--- src/rtl/axi_wrchk_queue.sv ---
module axi_wrchk_queue #(
    parameter int ID_W  = 4,
    parameter int LEN_W = 8,
    parameter int DEPTH = 4
) (
    input  logic             clk,
    input  logic             rst_n,
    input  logic             aw_fire,
    input  logic [ID_W-1:0]  aw_id,
    input  logic [LEN_W-1:0] aw_len,
    input  logic             w_fire,
    input  logic             w_last,
    input  logic             b_fire,
    input  logic [ID_W-1:0]  b_id,
    output logic             b_match,
    output logic             err_orphan,
    output logic             err_overflow,
    output logic             err_no_addr,
    output logic             err_early,
    output logic             err_missing
);

    localparam int CNT_W = $clog2(DEPTH + 1);

    typedef struct packed {
        logic [ID_W-1:0]  id;
        logic [LEN_W-1:0] len;
        logic             done;
    } slot_t;

    typedef struct packed {
        slot_t [DEPTH-1:0] slot;
        logic [CNT_W-1:0]  cnt;
        logic [LEN_W-1:0]  beat;
    } q_t;

    q_t q, d;
    logic pend_found;

    always_comb begin
        int  hit_idx;
        int  pend_idx;
        logic hit;
        logic final_beat;

        d            = q;
        b_match      = 1'b0;
        err_orphan   = 1'b0;
        err_overflow = 1'b0;
        err_no_addr  = 1'b0;
        err_early    = 1'b0;
        err_missing  = 1'b0;
        hit          = 1'b0;
        hit_idx      = 0;
        pend_found   = 1'b0;
        pend_idx     = 0;
        final_beat   = 1'b0;

        // response retires the oldest completed entry with the same ID
        for (int i = 0; i < DEPTH; i++) begin
            if (!hit && (i < int'(d.cnt)) && d.slot[i].done && (d.slot[i].id == b_id)) begin
                hit     = 1'b1;
                hit_idx = i;
            end
        end
        if (b_fire) begin
            if (hit) begin
                b_match = 1'b1;
                for (int i = 0; i < DEPTH - 1; i++) begin
                    if (i >= hit_idx) d.slot[i] = d.slot[i+1];
                end
                d.slot[DEPTH-1] = '0;
                d.cnt           = d.cnt - 1'b1;
            end else begin
                err_orphan = 1'b1;
            end
        end

        // new address is appended behind the existing entries
        if (aw_fire) begin
            if (int'(d.cnt) >= DEPTH) begin
                err_overflow = 1'b1;
            end else begin
                for (int i = 0; i < DEPTH; i++) begin
                    if (i == int'(d.cnt)) begin
                        d.slot[i].id   = aw_id;
                        d.slot[i].len  = aw_len;
                        d.slot[i].done = 1'b0;
                    end
                end
                d.cnt = d.cnt + 1'b1;
            end
        end

        // data beats belong to the oldest entry still waiting for data
        for (int i = 0; i < DEPTH; i++) begin
            if (!pend_found && (i < int'(d.cnt)) && !d.slot[i].done) begin
                pend_found = 1'b1;
                pend_idx   = i;
            end
        end
        if (w_fire) begin
            if (!pend_found) begin
                err_no_addr = 1'b1;
            end else begin
                for (int i = 0; i < DEPTH; i++) begin
                    if (i == pend_idx) final_beat = (d.beat == d.slot[i].len);
                end
                err_early   = w_last && !final_beat;
                err_missing = !w_last && final_beat;
                if (w_last || final_beat) begin
                    for (int i = 0; i < DEPTH; i++) begin
                        if (i == pend_idx) d.slot[i].done = 1'b1;
                    end
                    d.beat = '0;
                end else begin
                    d.beat = d.beat + 1'b1;
                end
            end
        end
    end

    always_ff @(posedge clk) begin
        if (!rst_n) q <= '0;
        else        q <= d;
    end


    depth_bound_chk: assert property (@(posedge clk) disable iff (!rst_n)
        int'(q.cnt) <= DEPTH);


    beat_restart_chk: assert property (@(posedge clk) disable iff (!rst_n)
        (w_fire && w_last && pend_found) |=> (q.beat == '0));


    orphan_keeps_table_chk: assert property (@(posedge clk) disable iff (!rst_n)
        (err_orphan && !aw_fire) |=> (q.cnt == $past(q.cnt)));

endmodule

--- config.mk ---
export PLATFORM = sky130hd
export DESIGN_NAME = axi_wrchk_queue
export DESIGN_NICKNAME = d
export VERILOG_FILES = /design/src/rtl/axi_wrchk_queue.sv
export SDC_FILE = /design/constraint.sdc
export NUM_CORES = 1
export LEC_CHECK = 0
export ABC_AREA = 1
export CORE_ASPECT_RATIO = 1.2
export CORE_MARGIN = 2
export CORE_UTILIZATION = 60
export CTS_BUF_LIST = sky130_fd_sc_hd__clkbuf_8
export CTS_CLUSTER_SIZE = 24
export DETAILED_ROUTE_END_ITERATION = 10
export PLACE_DENSITY = 0.9
export RECOVER_POWER = 100
export REMOVE_ABC_BUFFERS = 1
export SETUP_SLACK_MARGIN = 0.3
export SLEW_MARGIN = 25
export SYNTH_ARGS = -nofsm -noshare
export SYNTH_HDL_FRONTEND = slang
export SYNTH_SLANG_ARGS = --single-unit
--- constraint.sdc ---
create_clock -name clk -period 3.45 [get_ports clk]
set_input_delay 0.345 -clock clk [delete_from_list [all_inputs] [get_ports clk]]
set_output_delay 0.345 -clock clk [all_outputs]
set_load 0.02 [all_outputs]
==> impl_metrics.env, run 1 <==
export IMPL_postGrtWorstEndpoint="err_missing"
export IMPL_hpwl_mm=10.8
export IMPL_io_pins=28
export IMPL_clock_sinks=63
export IMPL_ys_types=35
export IMPL_ys_seq_area_share_pct=28.7
export IMPL_stop_error="[ERROR GRT-0232] Routing congestion too high. Check the congestion heatmap in the GUI."
export IMPL_root_buffer="clkbuf_8"
export IMPL_gr_total_overflow=4
export IMPL_yosys_warnings=0
export IMPL_synth_area_leader_cell="dfxtp_1"
export IMPL_start_util_pct=61.1
export IMPL_placed_cells=954
export IMPL_grt_max_degree=27
export IMPL_place_ws_ps=-1160
export IMPL_worstEndpointType="output port"
export IMPL_avgSynthCellArea_um2=5.89
export IMPL_h_tree_depth=3
export IMPL_cts_made_buffers=9
export IMPL_syn_inst=745
export IMPL_yosysTopAreaCellShare_pct=28.7
export IMPL_stop_stage="global routing (5_1_grt)"
export IMPL_status="aborted with a tool error"
export IMPL_synth_area_um2=4390
export IMPL_die_y_um=97.7
export IMPL_grt_usage_pct=73.5
export IMPL_die_w_um=82.1
export IMPL_io_buffers=27
export IMPL_ys_ff_latch=63
export IMPL_cts_buffer_depth=2
export IMPL_rows=34
export IMPL_place_area_um2=5570
export IMPL_place_congestion=0.979
export IMPL_netlist_top_cells_area="dfxtp_1 (29%), nand2_1 (24%), inv_1 (8.6%), nor2_1 (7.2%), nand3_1 (5.5%)"
export IMPL_cts_hold_buf=0
kinds of logic after synthesis:
| group | synth area share [%] |
|---|---|
| and+or+nand+nor | 43.5 |
| buffers and inverters | 11.8 |
| AOI/OAI and AO/OA | 10.8 |
| DFF | 28.7 |
| adders and majority gates | 2.57 |
| xor gates and xnor gates | 1.60 |
| muxes | 1.03 |
cells in the mapped netlist, drive strengths merged:
cell / number
a211oi: 4
a21oi: 25
a311oi: 1
and2: 1
buf: 9
clkbuf: 11
clkinv: 2
dfxtp: 63
ha: 9
inv: 107
mux2: 4
nand2: 288
nand3: 52
nand4: 10
nor2: 91
nor3: 3
o211ai: 7
o21ai: 49
or2: 1
xnor2: 1
xor2: 7
metrics by stage:
step | utilization (%) | hold slack [ps]
after global placement | 77.4 | 505
after detailed placement | 77.4 | 529
after floorplan | - | 472
after CTS | 83.1 | 553
per-layer routing:
metal	GRT overflow	track usage, %
met1	0	75.1
met5	0	24.3
met2	2	85.0
met3	0	62.4
met4	2	70.4
what timing repair did:
action	CTS
setup buffers	10
setup endpoints to repair	16
pin swaps	17
resized for setup	52
cloned	0
==> run 2, diff against run 1 <==
CORE_ASPECT_RATIO = not set   (was 1.2)
CORE_UTILIZATION = 40   (was 60)
CTS_BUF_LIST = not set   (was sky130_fd_sc_hd__clkbuf_8)
CTS_CLUSTER_SIZE = not set   (was 24)
PLACE_DENSITY = not set   (was 0.9)
PLACE_DENSITY_LB_ADDON = 0.15   (was not set)
SETUP_SLACK_MARGIN = not set   (was 0.3)
==> run 2 against run 1 <==
The flow now finishes, with violations (setup timing). Synthesized cell count is the same. Area after synthesis unchanged.
==> impl_metrics.env, run 2 <==
export IMPL_use_met3_pct=4.54
export IMPL_cp_end_kind="output pin"
export IMPL_h_tree_depth=3
export IMPL_synth_area_mux_share_pct=1.03
export IMPL_violations="setup timing"
export IMPL_ys_types=35
export IMPL_synth_area_um2=4390
export IMPL_grt_usage_pct=25.1
export IMPL_hold_violations=0
export IMPL_skew_ps=11.1
export IMPL_grt_pass1_vias=4896
export IMPL_met2_usage_pct=46.0
export IMPL_powerDensity_nw_per_um2=357
export IMPL_busiest_layer="met2"
export IMPL_fin_cells=1053
export IMPL_synth_simple_area_share_pct=43.5
export IMPL_swShare_pct=33.1
export IMPL_dr_total_vias=5186
export IMPL_synthTopCellsByCount="nand2_1 (278), inv_1 (100), nor2_1 (84)"
export IMPL_clock_sinks=63
export IMPL_grt_max_degree=27
export IMPL_drt_iter0_drc=264
export IMPL_grtUsageMet1_pct=29.2
export IMPL_rows=38
export IMPL_ys_seq_area_share_pct=28.7
export IMPL_switchingPower_mw=0.774
export IMPL_status="finished with violations"
export IMPL_place_congestion=0.927
export IMPL_critPathArrivalTime_ps=3460
export IMPL_syn_to_final_growth_pct=49.2
export IMPL_synth_ff_type="dfxtp_1"
export IMPL_yosysMostFrequentCell="nand2_1"
export IMPL_avgSynthCellArea_um2=5.89
export IMPL_cts_made_buffers=9
export IMPL_routed_wirelength_mm=14.7
export IMPL_final_cell_mix="nand2_1 (246), buf_4 (130), inv_1 (93), nor2_1 (71), dfxtp_1 (59)"
export IMPL_synthArstFlopShare_pct=0
export IMPL_min_path_type="flop to flop"
export IMPL_via_per_inst=4.92
export IMPL_top_register="q"
export IMPL_final_common_cell="nand2_1"
export IMPL_maxCapViolations=0
export IMPL_core_um2=10800
export IMPL_synth_area_leader_cell="dfxtp_1"
export IMPL_tightest_slew_ps=369
export IMPL_crit_type="flop to output pin"
export IMPL_synth_top_family_by_area="simple AND/OR/NAND/NOR gates"
export IMPL_final_area_um2=6550
export IMPL_root_buffer="clkbuf_8"
export IMPL_rsz0062_at_grt="true"
export IMPL_start_util_pct=40.7
export IMPL_ir_drop_v=0.000217
export IMPL_ant_nets=0
export IMPL_worstPathRequired_ps=3110
export IMPL_p_clk_share_pct=31.8
export IMPL_slowest_delay_ps=330
export IMPL_synthXorXnorAreaFrac_pct=1.60
export IMPL_yosys_warnings=0
export IMPL_pwr_share_comb_pct=34.0
export IMPL_fin_crit_ps=3800
export IMPL_setup_viol=14
export IMPL_netlist_top_cells_area="dfxtp_1 (29%), nand2_1 (24%), inv_1 (8.6%), nor2_1 (7.2%), nand3_1 (5.5%)"
export IMPL_grt_pass1_wl_mm=22.9
export IMPL_fmax_ghz=0.263
export IMPL_final_core_util_pct=60.7
export IMPL_placed_cells=1021
export IMPL_yosysTopAreaCellShare_pct=28.7
export IMPL_final_nets=939
export IMPL_p_leak_nw=3.16
export IMPL_slowest_stage="dfxtp_2"
export IMPL_ys_ff_latch=63
export IMPL_largestRegisters="q: 63 flops"
export IMPL_dr_pass1_iters=5
export IMPL_clk_latency_ps=360
export IMPL_syn_inst=745
export IMPL_drc_errors=0
export IMPL_io_buffers=27
export IMPL_die_y_um=109
export IMPL_relSlewSlack_pct=75.4
export IMPL_setup_slack_ps=-352
export IMPL_synth_edf_count=0
export IMPL_timing_final_crit_share_pct=110
export IMPL_cts_hold_buf=0
export IMPL_antenna_found_initial=0
export IMPL_largest_reg_flops=63
export IMPL_synth_fa_ha_area_share_pct=2.57
export IMPL_crit_fanout=5
export IMPL_pwr_share_seq_pct=34.2
export IMPL_clkSlewWorstSetupHoldPaths_ps=70
export IMPL_drv_slew=0
export IMPL_routedWlPerCell_um=14.0
export IMPL_dieArea_um2=11800
export IMPL_die_w_um=109
export IMPL_startpoint_type="flop"
export IMPL_hpwl_mm=10.7
export IMPL_p_int_mw=1.57
export IMPL_place_area_um2=5760
export IMPL_synth_compound_area_share_pct=10.8
export IMPL_cts_buffer_depth=2
export IMPL_cts_tree="yes"
export IMPL_diodes=0
export IMPL_drive_above_1_share_pct=31.2
export IMPL_gr_total_overflow=0
export IMPL_io_pins=28
==> run 2: cell counts after synthesis <==
Identical to the previous run, type by type.
==> run 2: timing repair <==
action                                  CTS  global route
resized for setup                        54            94
setup buffers                             5            10
pin swaps                                21            37
endpoints found under the setup margin   15            15
gates cloned                              0             1
endpoints found under the hold margin     0             0
==> run 2: critical path: cells and delay by family, from the launching register on <==
family	cells	cell delay, ps
DFF	1	330
buffers and inverters	5	550
AOI/OAI and AO/OA	1	100
adders and majority gates	2	320
and+or+nand+nor	20	1790
==> run 2: logic make-up (layout without fill, tap and decap cells) <==
group                      count (synthesis)  in the layout
adders and majority gates                  9              9
xor gates and xnor gates                   8              8
and+or+nand+nor                          446            446
AOI/OAI and AO/OA                         86             86
muxes                                      4              4
buffers and inverters                    129            297
DFF                                       63             63
==> run 2: metal layers <==
layer / vias up / share of wire (%)
met4: 0 / 2.6
met5: - / 0
met1: 2420 / 43
met3: 26 / 3.4
li1: 2638 / -
met2: 102 / 51
==> run 2: final cells by class <==
class                           instances  area, um^2
Tap cell                              140         175
Inverter                              109         410
Multi-Input combinational cell        553        3000
Clock inverter                          5        81.3
Fill cell                            1035        4240
Sequential cell                        63        1270
Timing Repair Buffer                  172        1470
Clock buffer                           11         141
==> run 2: stage by stage <==
step | setup WS, ps | setup TNS (ps) | power, mW | hold WS (ps)
6_report | -352 | -1900 | 2.34 | 534
5_1_grt | -550 | -4850 | 2.47 | 602
4_1_cts | -324 | -685 | 2.26 | 533
3_5_place_dp | -1070 | -8480 | 1.48 | 526
3_3_place_gp | -1010 | -7420 | 1.47 | 503
2_1_floorplan | -162 | -162 | 1.15 | 472
==> run 2: worst paths after layout <==
check	start	end	slack, ps	cells after the start
hold / removal	q[61]$_SDFF_PN0_	q[61]$_SDFF_PN0_	530	2
hold reg to reg	q[61]$_SDFF_PN0_	q[61]$_SDFF_PN0_	530	2
setup / recovery	q[9]$_SDFF_PN0_	err_missing	-350	28
setup reg to reg	q[9]$_SDFF_PN0_	q[4]$_SDFFE_PN0P_	-150	31
==> run 2: power groups by stage <==
stage          logic, mW  registers (mW)  clock network, mW
4_1_cts            0.699           0.800              0.757
3_5_place_dp       0.666           0.815                  0
6_report           0.796           0.801              0.744
3_3_place_gp       0.657           0.815                  0
2_1_floorplan      0.344           0.807                  0
5_1_grt            0.874           0.806              0.792
No activity file was read; power rests on OpenSTA's default activity.
==> run 3, diff against run 2 <==
SKIP_LAST_GASP = 1   (was not set)
==> run 3 against run 2 <==
The run still ends with setup timing left. Clock power hardly changed. Maximum frequency is 0.52% higher. Clock-buffer cell count stayed put. Worst setup slack better by 20 ps. First-iteration DRC count is 6.1% lower. Power is 0.79% lower. Worst hold slack hardly changed. Combinational power is 2% lower.
==> impl_metrics.env, run 3 (synthesis results as in run 2) <==
export IMPL_dr_total_vias=5171
export IMPL_ir_drop_v=0.000214
export IMPL_routedWlPerCell_um=13.9
export IMPL_ant_nets=0
export IMPL_top_register="q"
export IMPL_crit_type="flop to output pin"
export IMPL_place_congestion=0.927
export IMPL_powerDensity_nw_per_um2=359
export IMPL_final_core_util_pct=60.0
export IMPL_drv_slew=0
export IMPL_routed_wirelength_mm=14.6
export IMPL_die_y_um=109
export IMPL_clk_latency_ps=360
export IMPL_drt_iter0_drc=248
export IMPL_clkSlewWorstSetupHoldPaths_ps=70
export IMPL_place_area_um2=5760
export IMPL_hold_violations=0
export IMPL_cts_made_buffers=9
export IMPL_relSlewSlack_pct=73.4
export IMPL_diodes=0
export IMPL_syn_to_final_growth_pct=47.5
export IMPL_cts_tree="yes"
export IMPL_violations="setup timing"
export IMPL_dr_pass1_iters=6
export IMPL_antenna_found_initial=0
export IMPL_tightest_slew_ps=398
export IMPL_root_buffer="clkbuf_8"
export IMPL_status="finished with violations"
export IMPL_io_buffers=27
export IMPL_critPathArrivalTime_ps=3440
export IMPL_final_cell_mix="nand2_1 (254), buf_4 (130), inv_1 (94), nor2_1 (73), dfxtp_1 (59)"
export IMPL_start_util_pct=40.7
export IMPL_startpoint_type="flop"
export IMPL_skew_ps=9.50
export IMPL_final_common_cell="nand2_1"
export IMPL_setup_slack_ps=-332
export IMPL_gr_total_overflow=0
export IMPL_largest_reg_flops=63
export IMPL_rsz0062_at_grt="true"
export IMPL_drc_errors=0
export IMPL_worstPathRequired_ps=3110
export IMPL_hpwl_mm=10.7
export IMPL_fillCellCount=1047
export IMPL_timing_final_crit_share_pct=110
export IMPL_hold_slack_ps=534
export IMPL_dieArea_um2=11800
export IMPL_grt_pass1_vias=4900
export IMPL_grt_max_degree=27
export IMPL_grt_pass1_wl_mm=22.9
export IMPL_clock_sinks=63
export IMPL_fin_crit_ps=3780
export IMPL_io_pins=28
export IMPL_setup_viol=2
export IMPL_die_w_um=109
export IMPL_final_nets=936
export IMPL_maxCapViolations=0
export IMPL_core_um2=10800
export IMPL_largestRegisters="q: 63 flops"
export IMPL_rows=38
export IMPL_cts_hold_buf=0
export IMPL_cts_buffer_depth=2
export IMPL_via_per_inst=4.92
export IMPL_p_leak_nw=3.14
export IMPL_fmax_ghz=0.264
export IMPL_cp_end_kind="output pin"
export IMPL_h_tree_depth=3
export IMPL_drive_above_1_share_pct=30.0
export IMPL_min_path_type="flop to flop"
export IMPL_grt_usage_pct=25.2
export IMPL_crit_fanout=5
export IMPL_final_area_um2=6470
[run 3: cell types whose count changed in the layout (fill, tap and decap cells not counted), moves of 2 or more]
cell     change
nand2_2      -5
nand2_1      +8
nor2_1       +2
nor2_2       -3
buf_6        -4
o21ai_0      -2
nand2_4      -3
nand3_1      -2
nand3_2      +2
[run 3: final cells by class]
type,count,area (um^2),area share [%]
clock buffer,11,141,2.18
multi-input combinational,553,2970,45.8
sequential,63,1270,19.6
clock inverter,5,81.3,1.26
tap,140,175,2.71
timing repair buffer,169,1430,22.1
inverter,109,410,6.34
[run 3: final timing paths]
| check | startpoint | to | slack (ps) | depth (start not counted) |
|---|---|---|---|---|
| setup / recovery | q[9]$_SDFF_PN0_ | err_missing | -330 | 27 |
| hold reg to reg | q[61]$_SDFF_PN0_ | q[61]$_SDFF_PN0_ | 530 | 2 |
| hold / removal | q[61]$_SDFF_PN0_ | q[61]$_SDFF_PN0_ | 530 | 2 |
| setup reg to reg | q[9]$_SDFF_PN0_ | q[2]$_SDFFE_PN0P_ | 70 | 28 |
[run 3: worst max-delay path: stages, from the launching register on]
cell and delay, ps:
dfxtp_2 330, inv_2 50, ha_4 150, nand2_2 50, nand2_2 50, nor2_1 90
nand3_1 110, nand2_4 110, nor2_4 50, nor2_4 170, nand2_1 70, nand2_1 140
ha_4 160, nand4_1 190, buf_6 230, nand2_4 70, buf_4 100, nand3_2 70
nand2_1 60, nand2_1 60, nor2_2 170, nand2_1 70, nor2_1 130, nor2_2 60
nand3_2 80, nand3_2 60, inv_1 70, buf_6 110
[run 3: repair_timing]
| action | CTS | global route |
|---|---|---|
| pin swaps | 21 | 52 |
| cloned | 0 | 1 |
| setup buffers | 5 | 7 |
| setup endpoints to repair | 15 | 15 |
| gates resized for setup | 50 | 83 |
[run 3: power by group]
group	internal, mW	total [mW]	switching (mW)
logic	0.357	0.777	0.420
registers	0.772	0.801	0.0296
clock network	0.427	0.744	0.318
[run 3: layer usage]
metal  vias to the layer above  track usage (%)  routed length [um]
li1                       2636                -                   -
met1                      2387             29.2                6270
met2                       113             46.1                7330
met3                        35             4.72                 515
met4                         0             8.70                 527
met5                         -                0                   0
[run 3: metrics by stage]
step	setup WS, ps	setup TNS, ps	power, mW	instances
after floorplan	-162	-162	1.15	725
after global placement	-1010	-7420	1.47	1021
after detailed placement	-1070	-8480	1.48	1021
after CTS	-324	-766	2.25	1042
after global routing	-517	-2180	2.45	1050
final	-332	-644	2.32	1050
==> run 4, diff against run 3 <==
TNS_END_PERCENT = 1   (was not set)
==> run 4 against run 3 <==
The run still ends with setup timing left. Maximum frequency grew 0.11%. Register-to-register slack lost 70 ps. Critical path depth grew 1. Combinational power is essentially flat. Flip-flop and latch count is the same. Non-clock buffer count is the same. Core utilization shrank 0.26 points. Via count shrank 0.43%. Clock-buffer cell count is the same. Wire length shrank 0.22%. Worst hold slack is essentially flat. Critical endpoint unchanged. Highest routed layer unchanged.
==> impl_metrics.env, run 4 (synthesis results as in run 2) <==
export IMPL_dieArea_um2=11800
export IMPL_final_common_cell="nand2_1"
export IMPL_core_um2=10800
export IMPL_dr_pass1_iters=5
export IMPL_startpoint_type="flop"
export IMPL_clkSlewWorstSetupHoldPaths_ps=70
export IMPL_final_core_util_pct=59.7
export IMPL_h_tree_depth=3
export IMPL_grt_usage_pct=25.2
export IMPL_ir_drop_v=0.000212
export IMPL_diodes=0
export IMPL_grt_max_degree=27
export IMPL_via_per_inst=4.90
export IMPL_drive_above_1_share_pct=29.3
export IMPL_cp_end_kind="output pin"
export IMPL_status="finished with violations"
export IMPL_dr_total_vias=5149
export IMPL_fillCellCount=1041
export IMPL_setup_viol=3
export IMPL_routedWlPerCell_um=13.9
export IMPL_crit_fanout=5
export IMPL_placed_cells=1021
export IMPL_timing_final_crit_share_pct=110
export IMPL_skew_ps=9.27
export IMPL_fmax_ghz=0.265
export IMPL_drc_errors=0
export IMPL_tightest_slew_ps=376
export IMPL_place_congestion=0.927
export IMPL_drv_slew=0
export IMPL_ant_nets=0
export IMPL_relSlewSlack_pct=74.9
export IMPL_pwr_share_comb_pct=33.4
export IMPL_hold_slack_ps=534
export IMPL_routed_wirelength_mm=14.6
export IMPL_setup_tns_ps=-776
export IMPL_fin_crit_ps=3780
export IMPL_switchingPower_mw=0.764
export IMPL_grt_pass1_wl_mm=22.9
export IMPL_pwr_share_seq_pct=34.6
export IMPL_hpwl_mm=10.7
export IMPL_top_register="q"
export IMPL_die_y_um=109
export IMPL_largestRegisters="q: 63 flops"
export IMPL_grt_pass1_vias=4899
export IMPL_rows=38
export IMPL_p_int_mw=1.55
export IMPL_critPathArrivalTime_ps=3430
export IMPL_regArea_um2=1270
export IMPL_antenna_found_initial=0
export IMPL_place_ws_ps=-1070
export IMPL_powerDensity_nw_per_um2=360
export IMPL_gr_total_overflow=0
export IMPL_hold_violations=0
export IMPL_cts_buffer_depth=2
export IMPL_cts_made_buffers=9
export IMPL_largest_reg_flops=63
export IMPL_drt_iter0_drc=257
export IMPL_slowest_delay_ps=330
export IMPL_cts_tree="yes"
export IMPL_final_nets=936
export IMPL_p_clk_share_pct=32.0
export IMPL_maxCapViolations=0
export IMPL_rsz0062_at_grt="true"
export IMPL_slowest_stage="dfxtp_2"
export IMPL_setup_slack_ps=-328
export IMPL_swShare_pct=33.0
export IMPL_root_buffer="clkbuf_8"
export IMPL_start_util_pct=40.7
export IMPL_final_cell_mix="nand2_1 (255), buf_4 (131), inv_1 (94), nor2_1 (74), dfxtp_1 (59)"
export IMPL_min_path_type="flop to flop"
export IMPL_crit_type="flop to output pin"
export IMPL_clk_latency_ps=360
export IMPL_syn_to_final_growth_pct=46.8
export IMPL_io_buffers=27
export IMPL_violations="setup timing"
export IMPL_p_leak_nw=3.12
export IMPL_multiInputGateArea_um2=2940
export IMPL_cts_hold_buf=0
export IMPL_io_pins=28
export IMPL_die_w_um=109
export IMPL_clock_sinks=63
export IMPL_worstPathRequired_ps=3110
export IMPL_fin_cells=1050
[run 4: repair_timing]
action | 4_1_cts | 5_1_grt
cloned | 0 | 1
pin swaps | 21 | 50
setup buffers | 5 | 7
gates resized for setup | 50 | 68
setup endpoints to repair | 15 | 15
[run 4: worst max-delay path, delay by kind of cell (launching register included)]
family	cells	cell delay [ps]
AND/OR/NAND/NOR	20	1770
buffers and inverters	5	540
flip-flops	1	330
adder cells (fa/ha/maj)	2	320
AO/OA/AOI/OAI	1	100
[run 4: cell type report]
type,instances,area share [%]
multi-input combinational,553,45.6
timing repair buffer,169,22.2
sequential,63,19.6
inverter,109,6.37
tap,140,2.72
clock buffer,11,2.19
clock inverter,5,1.26
[run 4: power by group through the flow]
stage,sequential (mW),combinational (mW),clock (mW)
floorplan,0.807,0.344,0
global placement,0.815,0.657,0
detailed placement,0.815,0.666,0
CTS,0.800,0.696,0.757
global route,0.805,0.850,0.792
finish,0.801,0.774,0.742
[run 4: path summary, 6_finish.rpt]
kind / from / end / slack [ps] / cells after the start
setup / recovery: q[9]$_SDFF_PN0_ / err_missing / -330 / 28
hold / removal: q[61]$_SDFF_PN0_ / q[61]$_SDFF_PN0_ / 530 / 2
setup reg to reg: q[9]$_SDFF_PN0_ / q[7]$_SDFFE_PN0P_ / 0 / 28
hold reg to reg: q[61]$_SDFF_PN0_ / q[61]$_SDFF_PN0_ / 530 / 2
[run 4: per-stage QoR]
stage	cell area (um^2)	total power, mW
CTS	6120	2.25
global route	6440	2.45
global placement	5760	1.47
detailed placement	5760	1.48
floorplan	4280	1.15
finish	6440	2.32
[run 4: per-layer routing]
metal / part of all wire [%] / global-route usage (%) / up-vias
met5: 0 / 0 / -
met4: 3.5 / 8.70 / 0
met3: 3.7 / 4.72 / 31
met2: 50 / 46.1 / 118
met1: 43 / 29.2 / 2366
li1: - / - / 2634
